==> config.mk <==
export PLATFORM = sky130hd
export DESIGN_NAME = agu_top
export DESIGN_NICKNAME = d
export VERILOG_FILES = /design/src/rtl/agu_pkg.sv /design/src/rtl/agu_offset_gen.sv /design/src/rtl/agu_addsub.sv /design/src/rtl/agu_mode_route.sv /design/src/rtl/agu_top.sv
export SDC_FILE = /design/constraint.sdc
export NUM_CORES = 1
export LEC_CHECK = 0
export BUFFER_PORTS_ARGS = -buffer_cell sky130_fd_sc_hd__buf_2
export CAP_MARGIN = 20
export CORE_MARGIN = 5
export CORE_UTILIZATION = 48
export CTS_BUF_LIST = sky130_fd_sc_hd__clkbuf_4
export DETAILED_ROUTE_END_ITERATION = 12
export GPL_ROUTABILITY_DRIVEN = 1
export HOLD_SLACK_MARGIN = 0.02
export PLACE_DENSITY = 0.71
export SYNTH_ARGS = -nofsm -noshare
export SYNTH_HDL_FRONTEND = slang
export SYNTH_SLANG_ARGS = --single-unit
==> constraint.sdc <==
create_clock -name clk -period 6.4 [get_ports clk]
set_clock_uncertainty 0.1 [all_clocks]
set_input_delay 0.96 -clock clk [delete_from_list [all_inputs] [get_ports clk]]
set_output_delay 0.96 -clock clk [all_outputs]
set_load 0.1 [all_outputs]
==> src/rtl/agu_pkg.sv <==
package agu_pkg;

    typedef enum logic [1:0] {
        MODE_OFS  = 2'b00,
        MODE_PRE  = 2'b01,
        MODE_POST = 2'b10,
        MODE_ALT  = 2'b11
    } agu_mode_e;

    typedef enum logic [1:0] {
        SRC_IMM  = 2'b00,
        SRC_IDX  = 2'b01,
        SRC_SHL  = 2'b10,
        SRC_RSVD = 2'b11
    } agu_src_e;

endpackage

==> src/rtl/agu_offset_gen.sv <==
module agu_offset_gen
    import agu_pkg::*;
#(
    parameter int DATA_W  = 32,
    parameter int SHAMT_W = 2
) (
    input  agu_src_e            src,
    input  logic [SHAMT_W-1:0]  shamt,
    input  logic [DATA_W-1:0]   imm,
    input  logic [DATA_W-1:0]   index,
    output logic [DATA_W-1:0]   offset
);
    localparam int NSHIFT = 1 << SHAMT_W;

    logic [DATA_W-1:0] shifted [NSHIFT];

    for (genvar s = 0; s < NSHIFT; s++) begin : g_shift
        assign shifted[s] = index << s;
    end

    always_comb begin
        unique case (src)
            SRC_IDX: offset = index;
            SRC_SHL: offset = shifted[shamt];
            default: offset = imm;
        endcase
    end
endmodule

==> src/rtl/agu_addsub.sv <==
module agu_addsub #(
    parameter int DATA_W = 32
) (
    input  logic [DATA_W-1:0] base,
    input  logic [DATA_W-1:0] offset,
    input  logic              sub,
    output logic [DATA_W-1:0] sum
);
    logic [DATA_W-1:0] operand;

    always_comb begin
        operand = sub ? ~offset : offset;
        sum     = base + operand + {{(DATA_W-1){1'b0}}, sub};
    end
endmodule

==> src/rtl/agu_mode_route.sv <==
module agu_mode_route
    import agu_pkg::*;
#(
    parameter int DATA_W = 32
) (
    input  agu_mode_e          mode,
    input  logic [DATA_W-1:0]  base,
    input  logic [DATA_W-1:0]  sum,
    output logic [DATA_W-1:0]  addr,
    output logic [DATA_W-1:0]  wb,
    output logic               wb_req
);
    always_comb begin
        wb = sum;
        unique case (mode)
            MODE_PRE: begin
                addr   = sum;
                wb_req = 1'b1;
            end
            MODE_POST: begin
                addr   = base;
                wb_req = 1'b1;
            end
            default: begin
                addr   = sum;
                wb_req = 1'b0;
            end
        endcase
    end
endmodule

==> src/rtl/agu_top.sv <==
module agu_top
    import agu_pkg::*;
#(
    parameter int DATA_W  = 32,
    parameter int SHAMT_W = 2
) (
    input  logic               clk,
    input  logic               rst,
    input  logic               valid_in,
    input  logic [1:0]         mode_in,
    input  logic [1:0]         src_in,
    input  logic [SHAMT_W-1:0] shamt_in,
    input  logic               sub_in,
    input  logic [DATA_W-1:0]  base_in,
    input  logic [DATA_W-1:0]  imm_in,
    input  logic [DATA_W-1:0]  index_in,
    output logic               valid_out,
    output logic [DATA_W-1:0]  addr_out,
    output logic [DATA_W-1:0]  wb_out,
    output logic               wb_en_out
);
    typedef struct packed {
        logic              vld;
        logic              wb_en;
        logic [DATA_W-1:0] addr;
        logic [DATA_W-1:0] wb;
    } out_st_t;

    out_st_t st_d, st_q;

    logic [DATA_W-1:0] offset_w, sum_w, addr_w, wb_w;
    logic              wb_req_w;

    agu_offset_gen #(.DATA_W(DATA_W), .SHAMT_W(SHAMT_W)) u_ofs (
        .src    (agu_src_e'(src_in)),
        .shamt  (shamt_in),
        .imm    (imm_in),
        .index  (index_in),
        .offset (offset_w)
    );

    agu_addsub #(.DATA_W(DATA_W)) u_add (
        .base   (base_in),
        .offset (offset_w),
        .sub    (sub_in),
        .sum    (sum_w)
    );

    agu_mode_route #(.DATA_W(DATA_W)) u_route (
        .mode   (agu_mode_e'(mode_in)),
        .base   (base_in),
        .sum    (sum_w),
        .addr   (addr_w),
        .wb     (wb_w),
        .wb_req (wb_req_w)
    );

    always_comb begin
        st_d       = st_q;
        st_d.vld   = valid_in;
        st_d.wb_en = valid_in & wb_req_w;
        if (valid_in) begin
            st_d.addr = addr_w;
            st_d.wb   = wb_w;
        end
    end

    always_ff @(posedge clk) begin
        if (rst) st_q <= '0;
        else     st_q <= st_d;
    end

    assign valid_out = st_q.vld;
    assign wb_en_out = st_q.wb_en;
    assign addr_out  = st_q.addr;
    assign wb_out    = st_q.wb;

    // strobe timing
    p_valid_follow_r8: assert property (@(posedge clk) disable iff (rst)
        valid_in |=> valid_out);
    p_valid_idle_r8: assert property (@(posedge clk) disable iff (rst)
        !valid_in |=> !valid_out);
    p_wben_gated_r8: assert property (@(posedge clk) disable iff (rst)
        wb_en_out |-> valid_out);
    // no writeback in offset-type modes
    p_ofs_nowb_r1: assert property (@(posedge clk) disable iff (rst)
        (valid_in && (mode_in == 2'b00 || mode_in == 2'b11)) |=> !wb_en_out);
    // pre-indexed address equals writeback value
    p_pre_same_r2: assert property (@(posedge clk) disable iff (rst)
        (valid_in && mode_in == 2'b01) |=> (wb_en_out && addr_out == wb_out));
    // post-indexed address is the base
    p_post_base_r3: assert property (@(posedge clk) disable iff (rst)
        (valid_in && mode_in == 2'b10) |=> (wb_en_out && addr_out == $past(base_in)));
    // outputs hold when idle
    p_hold_r11: assert property (@(posedge clk) disable iff (rst)
        !valid_in |=> ($stable(addr_out) && $stable(wb_out)));
endmodule

## Word-level counts from Yosys, hierarchy flattened

Index checks and enable logic that the tools add are counted.

| cells by class | value |
|---|---|
| add/sub/neg operators | 2 |
| magnitude comparators | 1 |
| equality and inequality tests | 4 |
| multiplexer cells | 7 |
| bitwise gates (word level) | 3 |
| reduce and logical (&&, ||, !) cells | 1 |

Operators with widths:

| kind | count |
|---|---|
| 2-to-1 mux 32 bit | 4 |
| binary-select mux 32 bit (select 2 bit) | 1 |
| one-hot mux 32 bit (2 select lines) | 1 |
| adder 32 x 1 -> 32 bit | 1 |
| adder 32 bit | 1 |
| NOT 32 bit | 1 |
| == test 2 x 1 -> 1 bit (second input constant) | 2 |
| == test 2 bit (second input constant) | 2 |
| >= comparator 3 bit (second input constant) | 1 |
| NOT 2 -> 3 bit | 1 |
| OR reduction 2 bit | 1 |
| AND 1 bit | 1 |
| 2-to-1 mux 1 bit | 1 |

| storage, ports and cells | value |
|---|---|
| register bits | 66 |
| output and inout bits | 66 |

## Depth between registers and ports, before layout

Gate-level depths: netlist of the first run.

| depth | value |
|---|---|
| word-level depth | 10 |
| mapped depth | 20 |
| gate-level depth less buffers | 17 |

## Modules after synthesis

Synthesis of the first run repeated with hierarchy kept, for this count alone.

| second synthesis, totals | value |
|---|---|
| cell total of the unflattened synthesis | 724 |
| area, all modules | 6558.8 µm² |

By module, submodules not included:

| module | times used | cells an instance | area an instance (µm²) | sequential area each (µm²) |
|---|---|---|---|---|
| agu_top | 1 | 210 | 2363.5 | 1321.3 |
| agu_addsub | 1 | 288 | 2087.0 | 0.0 |
| agu_offset_gen | 1 | 155 | 1303.8 | 0.0 |
| agu_mode_route | 1 | 71 | 804.5 | 0.0 |

## Least setup slack after synthesis of the first run

No wires, ideal clock.

| timing path | value |
|---|---|
| path type | input-to-reg |
| start point | input src_in[0] |
| end point | register st_q, in the netlist wb_out[30] |
| library setup time | 0.137 ns |
| arrival | 4.625 ns |
| required time | 6.163 ns |
| slack | 1.538 ns |
| cell stages on the path | 19 |
| path through | inv_1 ha_1 clkbuf_1 clkbuf_1 clkbuf_1 a21oi_1 o221ai_1 o21ai_0 xnor2_1 ha_1 a211oi_1 o21bai_1 a2111o_1 or3_1 o211ai_2 o31ai_1 o31ai_1 xor2_1 a211oi_1 |

| between the ends | value |
|---|---|
| cells in the longest elaborated chain, start to end | 6 |
| elaborated cells between the ends (all ways) | 7 |
| classes of those cells | add/sub (2); eq/ne (2); mux (2); bitwise (1) |

RTL lines:

| item | RTL line | text |
|---|---|---|
| start: declaration | agu_top.sv:11 | `input logic [1:0] src_in,` |
| == test 2 bit / == test 2 x 1 -> 1 bit (equally long branches) | agu_offset_gen.sv:22 | `unique case (src)` |
| one-hot mux 32 bit (2 select lines) * | agu_offset_gen.sv:22 |  |
| NOT 32 bit | agu_addsub.sv:12 | `operand = sub ? ~offset : offset;` |
| 2-to-1 mux 32 bit * | agu_addsub.sv:12 |  |
| adder 32 bit * | agu_addsub.sv:13 | `sum = base + operand + {{(DATA_W-1){1'b0}}, sub};` |
| adder 32 x 1 -> 32 bit * | agu_addsub.sv:13 |  |
| end signal: assignment | agu_top.sv:70 | `else st_q <= st_d;` |
| end: declaration | agu_top.sv:29 | `out_st_t st_d, st_q;` |

Mark *: on every way between the ends. The rest lies on a longest branch, timed or not.
A chain may end at the register's enable or synchronous reset.

## Worst setup path in the final report of the first run

| timing path | value |
|---|---|
| start point | input src_in[0] |
| end point | register st_q, in the netlist addr_out[28] |

| between the ends | value |
|---|---|
| cells in the longest elaborated chain, start to end | 7 |
| elaborated cells between the ends (all ways) | 8 |
| classes of those cells | add/sub (2); eq/ne (2); mux (3); bitwise (1) |

RTL lines:

| item | RTL line | text |
|---|---|---|
| == test 2 bit / == test 2 x 1 -> 1 bit (equally long branches) | agu_offset_gen.sv:22 |  |
| one-hot mux 32 bit (2 select lines) * | agu_offset_gen.sv:22 |  |
| NOT 32 bit | agu_addsub.sv:12 |  |
| 2-to-1 mux 32 bit * | agu_addsub.sv:12 |  |
| adder 32 bit * | agu_addsub.sv:13 |  |
| adder 32 x 1 -> 32 bit * | agu_addsub.sv:13 |  |
| 2-to-1 mux 32 bit * | agu_mode_route.sv:15 | `unique case (mode)` |

Marked as above.

==> results of run 1 <==
==> synthesized netlist by cell type (2+ instances only) <==
cell       instances  area share
nor2_1            68       0.046
dfxtp_1           66        0.24
mux2i_1           64        0.11
a21oi_1           60       0.054
o21ai_0           57       0.051
xnor2_1           45       0.070
clkbuf_1          44       0.030
ha_1              36       0.081
nand2_1           36       0.024
o221ai_1          28       0.044
a211oi_1          26       0.035
inv_1             17       0.011
xor2_1            17       0.027
nand3_1           14       0.013
a21o_1            11       0.015
a31oi_1           11       0.012
nand2b_1          10       0.011
o211ai_1           9       0.012
nor2b_1            8      0.0089
nand4_1            6      0.0067
buf_1              5      0.0034
a31o_2             4      0.0063
and2_1             4      0.0045
nor3_1             4      0.0036
a21boi_0           3      0.0040
and3_1             3      0.0034
o21a_1             3      0.0040
o21bai_1           3      0.0040
a22oi_1            2      0.0027
nor3b_1            2      0.0027
o2111ai_1          2      0.0031
o22ai_1            2      0.0022
o31ai_1            2      0.0027
==> path summary, 6_finish.rpt <==
check	start	to	slack, ps	depth (start not counted)
worst max register to register	wb_out[17]	wb_out[17]	5510	2
worst min register to register	addr_out[16]	addr_out[16]	390	1
worst max-delay path	src_in[0]	addr_out[28]	1380	18
worst min-delay path	addr_out[16]	addr_out[16]	390	1
==> layer usage <==
metal,up-vias,share of wire,GRT usage
met4,0,0.016,0.06882
met1,2693,0.48,0.3471
li1,2858,-,-
met2,253,0.43,0.3632
met3,21,0.076,0.04950
met5,-,0,0
==> logic make-up (layout without fill, tap and decap cells) <==
| logic type | Yosys count | in the layout | share of synthesized area |
|---|---|---|---|
| other | 0 | 1 | 0 |
| adders and majority gates | 37 | 37 | 0.08410 |
| buffers and inverters | 69 | 209 | 0.04786 |
| DFF | 66 | 66 | 0.2362 |
| AOI/OAI and AO/OA | 238 | 238 | 0.2789 |
| xor gates and xnor gates | 62 | 62 | 0.09707 |
| muxes | 66 | 66 | 0.1206 |
| and+or+nand+nor | 163 | 163 | 0.1353 |
==> state kept, by name, summed over array words and instances (netlist names) <==
register,count
addr_out,32
valid_out,1
wb_en_out,1
wb_out,32
==> through the flow <==
step	hold WS [ps]	utilization	instance area, um2
floorplan	816.5	-	5594
global placement	357.0	0.5663	6466
detailed placement	374.1	0.5663	6466
CTS	390.6	0.5774	6593
global route	411.2	0.5776	6595
finish	388.4	0.5776	6595
==> area by class of cell <==
cell class	count	area [um2]	share of cell area
clock buffers	9	67.56	0.01024
diodes	1	2.502	0.0003794
multi-input cells	566	4005	0.6073
flip-flops and latches	66	1321	0.2003
well taps	143	178.9	0.02713
clock inverters	6	58.81	0.008917
inverters	18	67.56	0.01024
repair buffers	176	893.4	0.1355
==> worst max-delay path, stage by stage <==
cell	delay (ps)
buf_2	110
inv_1	50
ha_1	220
nand2b_1	560
o211ai_1	360
o21ai_0	140
xnor2_1	300
inv_1	110
fa_1	420
nand2b_1	170
a21oi_1	220
o211ai_1	170
a21oi_1	370
o211ai_2	170
o31ai_1	360
xor2_1	230
mux2i_1	110
a211oi_1	240
==> report_power, final <==
group          leakage (nW)  total [mW]  switching (mW)  internal [mW]
sequential            0.547       0.518          0.0364          0.482
combinational          2.42        1.38            1.01          0.374
clock                0.0652       0.273           0.159          0.114
==> load_flow_metrics.sql, run 1 <==
INSERT INTO impl_metrics (metric_group, metric, value, unit) VALUES
('layout', 'area_growth', '17.89', '%'),
('detailed_routing', 'remaining_drc_errors', '0', ''),
('layout', 'drive_gt1_frac', '0.2426', ''),
('floorplanning', 'num_io_pins', '172', ''),
('sta', 'clock.fmax', '199.1', 'MHz'),
('sta', 'finalSetupViolCount', '0', ''),
('min_path', 'worst_hold_path_type', 'reg2reg', ''),
('floorplanning', 'fp.dieH', '118.0', 'um'),
('logic_synthesis', 'syn_inst', '701', ''),
('outcome', 'status', 'completed', ''),
('floorplanning', 'rows', '39', ''),
('logic_synthesis', 'synth.net_count', '844', ''),
('floorplanning', 'floorplan_die_area', '13910', 'um2'),
('setup_path', 'crit_path_start_kind', 'input pin', ''),
('sta', 'worstMarginPinSlew', '1121', 'ps'),
('cts', 'clock-root-buffer', 'clkbuf_4', ''),
('power', 'ir_worst_vdd', '241.5', 'uV'),
('run', 'max_cap_viol_count', '0', ''),
('detailed_routing', 'drtIter0Drc', '459', ''),
('power', 'power.static_leakage', '3.028', 'nW'),
('layout', 'fill_count', '1124', ''),
('global_route', 'grt_antenna_before_repair', '1', ''),
('floorplanning', 'core_ar', '11420', 'um2'),
('layout', 'layout.cells.most_common', 'buf_2', ''),
('sta', 'period_needed', '5023', 'ps'),
('cts', 'clock_sink_count', '66', ''),
('cts', 'cts_setup_buffers', '0', ''),
('global_route', 'grt_remaining_overflow', '0', ''),
('global_route', 'grt.total_usage', '0.2412', ''),
('sta', 'postLayoutSetupSlackWorst', '1377', 'ps'),
('cts', 'numCtsBuffers', '9', ''),
('power', 'p_total', '2.170', 'mW'),
('detailed_routing', 'post_drt_via_cell_ratio', '5.914', ''),
('setup_path', 'crit_type', 'in2reg', ''),
('logic_synthesis', 'avgSynthCellArea', '7.980', 'um2'),
('global_route', 'first_global_vias', '5617', ''),
('floorplanning', 'fp.dieW', '118.0', 'um'),
('setup_path', 'worst_ep_required_time', '6650', 'ps'),
('detailed_routing', 'drt_wl_total', '17580', 'um'),
('cts', 'cts-htree-levels', '3', ''),
('placed_design', 'post-place-cells', '969', ''),
('logic_synthesis', 'synth.cell_area', '5594', 'um2'),
('detailed_routing', 'dr_total_vias', '5825', ''),
('detailed_routing', 'ant_nets', '0', ''),
('detailed_routing', 'drt_pre_antenna_iters', '5', ''),
('placed_design', 'dp_worst_setup_slack', '1027', 'ps'),
('logic_synthesis', 'synth-edff-count', '0', ''),
('sta', 'fin_setup_tns', '0', 'ps'),
('logic_synthesis', 'postSynthRegisterBits', '66', ''),
('sta', 'fin_crit_sh', '0.7848', ''),
('logic_synthesis', 'async_reset_ff_frac', '0', ''),
('cts', 'cts_resized', '0', ''),
('placed_design', 'place_congestion', '0.9375', ''),
('detailed_routing', 'avgRoutedWirePerCell', '17.85', 'um'),
('logic_synthesis', 'synth-seq-area-share', '0.2362', ''),
('global_route', 'grt_pass1_wl', '28370', 'um'),
('cts', 'clkLatencyLatePin', '420', 'ps'),
('logic_synthesis', 'ys_dominant_reg_cell', 'dfxtp_1', ''),
('cts', 'cts_tree', 'yes', ''),
('global_route', 'pin_count_of_the_biggest_net_entering_global_routing', '87', ''),
('floorplanning', 'effective_utilization_at_floorplan', '0.4899', ''),
('setup_path', 'worst-path-max-fanout', '27', ''),
('sta', 'timing.max_slew.rel_slack', '0.2528', ''),
('setup_path', 'worst_setup_path_end_kind', 'register', ''),
('logic_synthesis', 'post_synth_num_cell_types', '62', ''),
('cts', 'clk_path_buf_depth', '2', ''),
('layout', 'layout.nets', '980', ''),
('cts', 'post_cts_hold_buffer_count', '0', ''),
('layout', 'finish.cell_count_without_fillers', '985', ''),
('sta', 'grt_setup_unrepaired', 'no', ''),
('placed_design', 'port_buffers', '171', ''),
('layout', 'layout_common_cells', '171 x buf_2, 68 x nor2_1, 66 x dfxtp_1', ''),
('cts', 'clkSlewWorstSetupHoldPaths', '110', 'ps'),
('sta', 'timing_max_transition_violations_final', '0', ''),
('placed_design', 'dp_hpwl', '13940', 'um'),
('logic_synthesis', 'yosysWarningCount', '0', ''),
('power', 'cellPowerDensity', '329.1', 'nW/um2'),
('sta', 'final-hold-violation-count', '0', ''),
('setup_path', 'critical_path_arrival', '5270', 'ps');
(Power assumes the default switching activity.)
==> inputs of run 2 (changes only) <==
--- a/config.mk
+++ b/config.mk
@@ -5,6 +5,7 @@
 export SDC_FILE = /design/constraint.sdc
 export NUM_CORES = 1
 export LEC_CHECK = 0
+export ABC_AREA = 1
 export BUFFER_PORTS_ARGS = -buffer_cell sky130_fd_sc_hd__buf_2
 export CAP_MARGIN = 20
 export CORE_MARGIN = 5
@@ -13,7 +14,7 @@
 export DETAILED_ROUTE_END_ITERATION = 12
 export GPL_ROUTABILITY_DRIVEN = 1
 export HOLD_SLACK_MARGIN = 0.02
-export PLACE_DENSITY = 0.71
+export PLACE_DENSITY = 0.74
 export SYNTH_ARGS = -nofsm -noshare
 export SYNTH_HDL_FRONTEND = slang
 export SYNTH_SLANG_ARGS = --single-unit
==> constraint.sdc (replaced) <==
create_clock -name clk -period 4.1 [get_ports clk]
set_clock_uncertainty 0.1 [all_clocks]
set_input_delay 0.615 -clock clk [delete_from_list [all_inputs] [get_ports clk]]
set_output_delay 0.615 -clock clk [all_outputs]
set_load 0.1 [all_outputs]
==> load_flow_metrics.sql, run 2 <==
INSERT INTO impl_metrics (metric_group, metric, value, unit) VALUES
('logic_synthesis', 'synth-seq-area-share', '0.2200', ''),
('detailed_routing', 'remaining_drc_errors', '0', ''),
('global_route', 'grt.total_usage', '0.2631', ''),
('logic_synthesis', 'yosys-mux-area-fraction', '0', ''),
('logic_synthesis', 'synth_top_area_cell', 'dfxtp_1', ''),
('global_route', 'first_global_vias', '6286', ''),
('setup_path', 'crit_path_start_kind', 'input pin', ''),
('sta', 'final-hold-violation-count', '0', ''),
('setup_path', 'crit_type', 'in2reg', ''),
('global_route', 'pin_count_of_the_biggest_net_entering_global_routing', '60', ''),
('detailed_routing', 'ant_nets', '0', ''),
('floorplanning', 'fp.dieW', '121.8', 'um'),
('min_path', 'worst_hold_path_type', 'in2reg', ''),
('sta', 'finalSetupViolCount', '0', ''),
('setup_path', 'critical_path.endpoint', 'addr_out[14]', ''),
('setup_path', 'worst_setup_path_end_kind', 'register', ''),
('power', 'cellPowerDensity', '458.5', 'nW/um2'),
('logic_synthesis', 'ys_dominant_reg_cell', 'dfxtp_1', ''),
('min_path', 'hold_path_startpoint', 'mode_in[1]', ''),
('logic_synthesis', 'yosysWarningCount', '0', ''),
('placed_design', 'place_congestion', '1.034', ''),
('sta', 'postLayoutSetupSlackWorst', '532.9', 'ps'),
('sta', 'worstMarginPinSlew', '961.3', 'ps'),
('placed_design', 'dp_worst_setup_slack', '86.05', 'ps'),
('cts', 'clock_sink_count', '66', ''),
('setup_path', 'crit_path_start', 'src_in[0]', ''),
('sta', 'clock.fmax', '280.3', 'MHz'),
('logic_synthesis', 'most_common_library_cells_after_synthesis', '228 x nand2_1, 100 x a21oi_1, 93 x inv_1', ''),
('setup_path', 'crit_chain', 'buf_2 > inv_1 > ha_1 > inv_1 > nor2_2 > buf_12 > a22oi_1 > nor2_1 > a21oi_1 > xor2_1 > fa_1 > nand3b_1 > nand2_1 > a21boi_1 > o21bai_1 > a21oi_2 > xor2_1 > nand2_1 > o211ai_1 > a21oi_1', ''),
('logic_synthesis', 'synth_area_in_simple_gates', '0.2761', ''),
('logic_synthesis', 'main_combinational_cell_family_by_area_after_synthesis', 'simple AND/OR/NAND/NOR gates', ''),
('detailed_routing', 'drt_pre_antenna_iters', '6', ''),
('detailed_routing', 'avgRoutedWirePerCell', '15.41', 'um'),
('setup_path', 'reg2reg_depth', '4', ''),
('run', 'max_cap_viol_count', '0', ''),
('setup_path', 'slowest_delay', '440', 'ps'),
('placed_design', 'port_buffers', '171', ''),
('cts', 'clk_path_buf_depth', '2', ''),
('logic_synthesis', 'synth-edff-count', '0', ''),
('sta', 'fin_setup_tns', '0', 'ps'),
('power', 'power.static_leakage', '3.714', 'nW'),
('cts', 'clkSlewWorstSetupHoldPaths', '110', 'ps'),
('floorplanning', 'fp.dieH', '121.8', 'um'),
('global_route', 'grt_pass1_wl', '31530', 'um'),
('sta', 'timing.max_slew.rel_slack', '0.3582', ''),
('setup_path', 'reg2reg_from', 'wb_out[9]', ''),
('cts', 'cts_setup_buffers', '0', ''),
('cts', 'clock-root-buffer', 'clkbuf_4', ''),
('setup_path', 'worst_ep_required_time', '4310', 'ps'),
('placed_design', 'post-place-cells', '1274', ''),
('floorplanning', 'floorplan_die_area', '14850', 'um2'),
('floorplanning', 'effective_utilization_at_floorplan', '0.4937', ''),
('logic_synthesis', 'netlist_top_cells_area', 'dfxtp_1 22%, nand2_1 14%, a21oi_1 8.3%, ha_1 7.5%, o21ai_0 7.1%', ''),
('logic_synthesis', 'syn_inst', '968', ''),
('detailed_routing', 'dr_total_vias', '6980', ''),
('power', 'ir_worst_vdd', '179.9', 'uV'),
('logic_synthesis', 'async_reset_ff_frac', '0', ''),
('setup_path', 'critical_path_arrival', '3770', 'ps'),
('sta', 'grt_setup_unrepaired', 'no', ''),
('sta', 'fin_crit_sh', '0.8700', ''),
('logic_synthesis', 'yosysMostFrequentCell', 'nand2_1', ''),
('global_route', 'grt_antenna_before_repair', '1', ''),
('setup_path', 'rr_endpoint', 'wb_out[9]', ''),
('logic_synthesis', 'synth_fa_ha_area_frac', '0.07835', ''),
('detailed_routing', 'drtIter0Drc', '652', ''),
('logic_synthesis', 'synth_xor_xnor_area_share', '0.07001', ''),
('placed_design', 'dp_hpwl', '15800', 'um'),
('floorplanning', 'core_ar', '12160', 'um2'),
('layout', 'finish.cell_count_without_fillers', '1292', ''),
('detailed_routing', 'drt_wl_total', '19910', 'um'),
('setup_path', 'worst-path-max-fanout', '32', ''),
('layout', 'utilization', '0.5943', ''),
('cts', 'cts_tree', 'yes', ''),
('logic_synthesis', 'avgSynthCellArea', '6.203', 'um2'),
('layout', 'area_growth', '20.38', '%'),
('logic_synthesis', 'yosys.area.top_type_share', '0.2200', ''),
('cts', 'post_cts_hold_buffer_count', '0', ''),
('logic_synthesis', 'synth.net_count', '1111', ''),
('sta', 'timing_max_transition_violations_final', '0', ''),
('setup_path', 'reg2reg_slack', '3280', 'ps'),
('detailed_routing', 'post_drt_via_cell_ratio', '5.402', ''),
('sta', 'final.hold.worst_slack', '344.5', 'ps'),
('global_route', 'grt_remaining_overflow', '0', ''),
('outcome', 'status', 'completed', ''),
('logic_synthesis', 'compound_gate_portion_of_the_synthesized_area', '0.2628', ''),
('logic_synthesis', 'synth.cell_area', '6005', 'um2'),
('floorplanning', 'num_io_pins', '172', ''),
('layout', 'layout.cells.most_common', 'nand2_1', ''),
('layout', 'layout_common_cells', '228 x nand2_1, 171 x buf_2, 100 x a21oi_1', ''),
('logic_synthesis', 'post_synth_num_cell_types', '39', ''),
('logic_synthesis', 'postSynthRegisterBits', '66', ''),
('layout', 'fill_count', '1257', ''),
('floorplanning', 'rows', '40', ''),
('cts', 'clkLatencyLatePin', '430', 'ps'),
('cts', 'cts_resized', '0', ''),
('layout', 'layout.nets', '1261', ''),
('sta', 'period_needed', '3567', 'ps'),
('cts', 'numCtsBuffers', '9', ''),
('layout', 'drive_gt1_frac', '0.2057', ''),
('cts', 'cts-htree-levels', '3', ''),
('setup_path', 'critical-path-slowest-cell', 'fa_1', '');
run 2: cell count changes in the layout (fill, tap and decap cells not counted), moves of 27 or more:
cell | before | now
a21oi_1 | 60 | 100
a22oi_1 | 2 | 29
inv_1 | 17 | 93
mux2i_1 | 64 | 0
nand2_1 | 36 | 228
nand3_1 | 14 | 46
o211ai_1 | 9 | 37
o21ai_0 | 57 | 85
o221ai_1 | 28 | 1
xnor2_1 | 45 | 11
run 2: where the power goes:
group | internal (mW) | leakage (nW) | switching (mW)
Clock | 0.185 | 0.0718 | 0.268
Sequential | 0.734 | 0.547 | 0.0480
Combinational | 0.541 | 3.10 | 1.54
run 2: kinds of logic after synthesis:
logic type	after synthesis
DFF	66
xor gates and xnor gates	48
and+or+nand+nor	399
adders and majority gates	37
buffers and inverters	147
AOI/OAI and AO/OA	271
run 2: worst max-delay path: cells and delay by family:
kind / cells / cell delay (ps)
adders and majority gates: 2 / 600
xor gates and xnor gates: 2 / 440
buffers and inverters: 4 / 410
and+or+nand+nor: 5 / 630
AOI/OAI and AO/OA: 7 / 1080
run 2: worst min path at each step:
stage / end / slack (ps) / cells past startpoint
finish: wb_en_out / 340 / 3
global route: wb_en_out / 330 / 3
CTS: wb_en_out / 310 / 3
detailed placement: addr_out[15] / 350 / 2
floorplan: wb_en_out / 690 / 2
global placement: addr_out[28] / 350 / 2
run 2: area by class of cell:
class	count	area [um2]	share of cell area
Inverter	95	356.6	0.04933
Sequential cell	66	1321	0.1828
Multi-Input combinational cell	755	4126	0.5709
Antenna cell	1	2.502	0.0003462
Timing Repair Buffer	191	1076	0.1489
Clock inverter	7	67.56	0.009347
Tap cell	168	210.2	0.02908
Clock buffer	9	67.56	0.009347
run 2: routing by layer:
metal  share of wire  wire length [um]  global-route usage  vias up
li1                -                 -                   -     3549
met3            0.10              2061             0.04828       14
met4           0.011               210             0.05812        0
met2            0.42              8423              0.3898      354
met1            0.46              9217              0.3945     3063
met5               0                 0                   0        -
run 2: per-stage QoR:
stage               power (mW)  instance area [um2]
finish                   3.314                 7228
global route             3.526                 7228
CTS                      3.298                 7198
detailed placement       2.846                 7063
global placement         2.839                 7063
floorplan                2.392                 6005
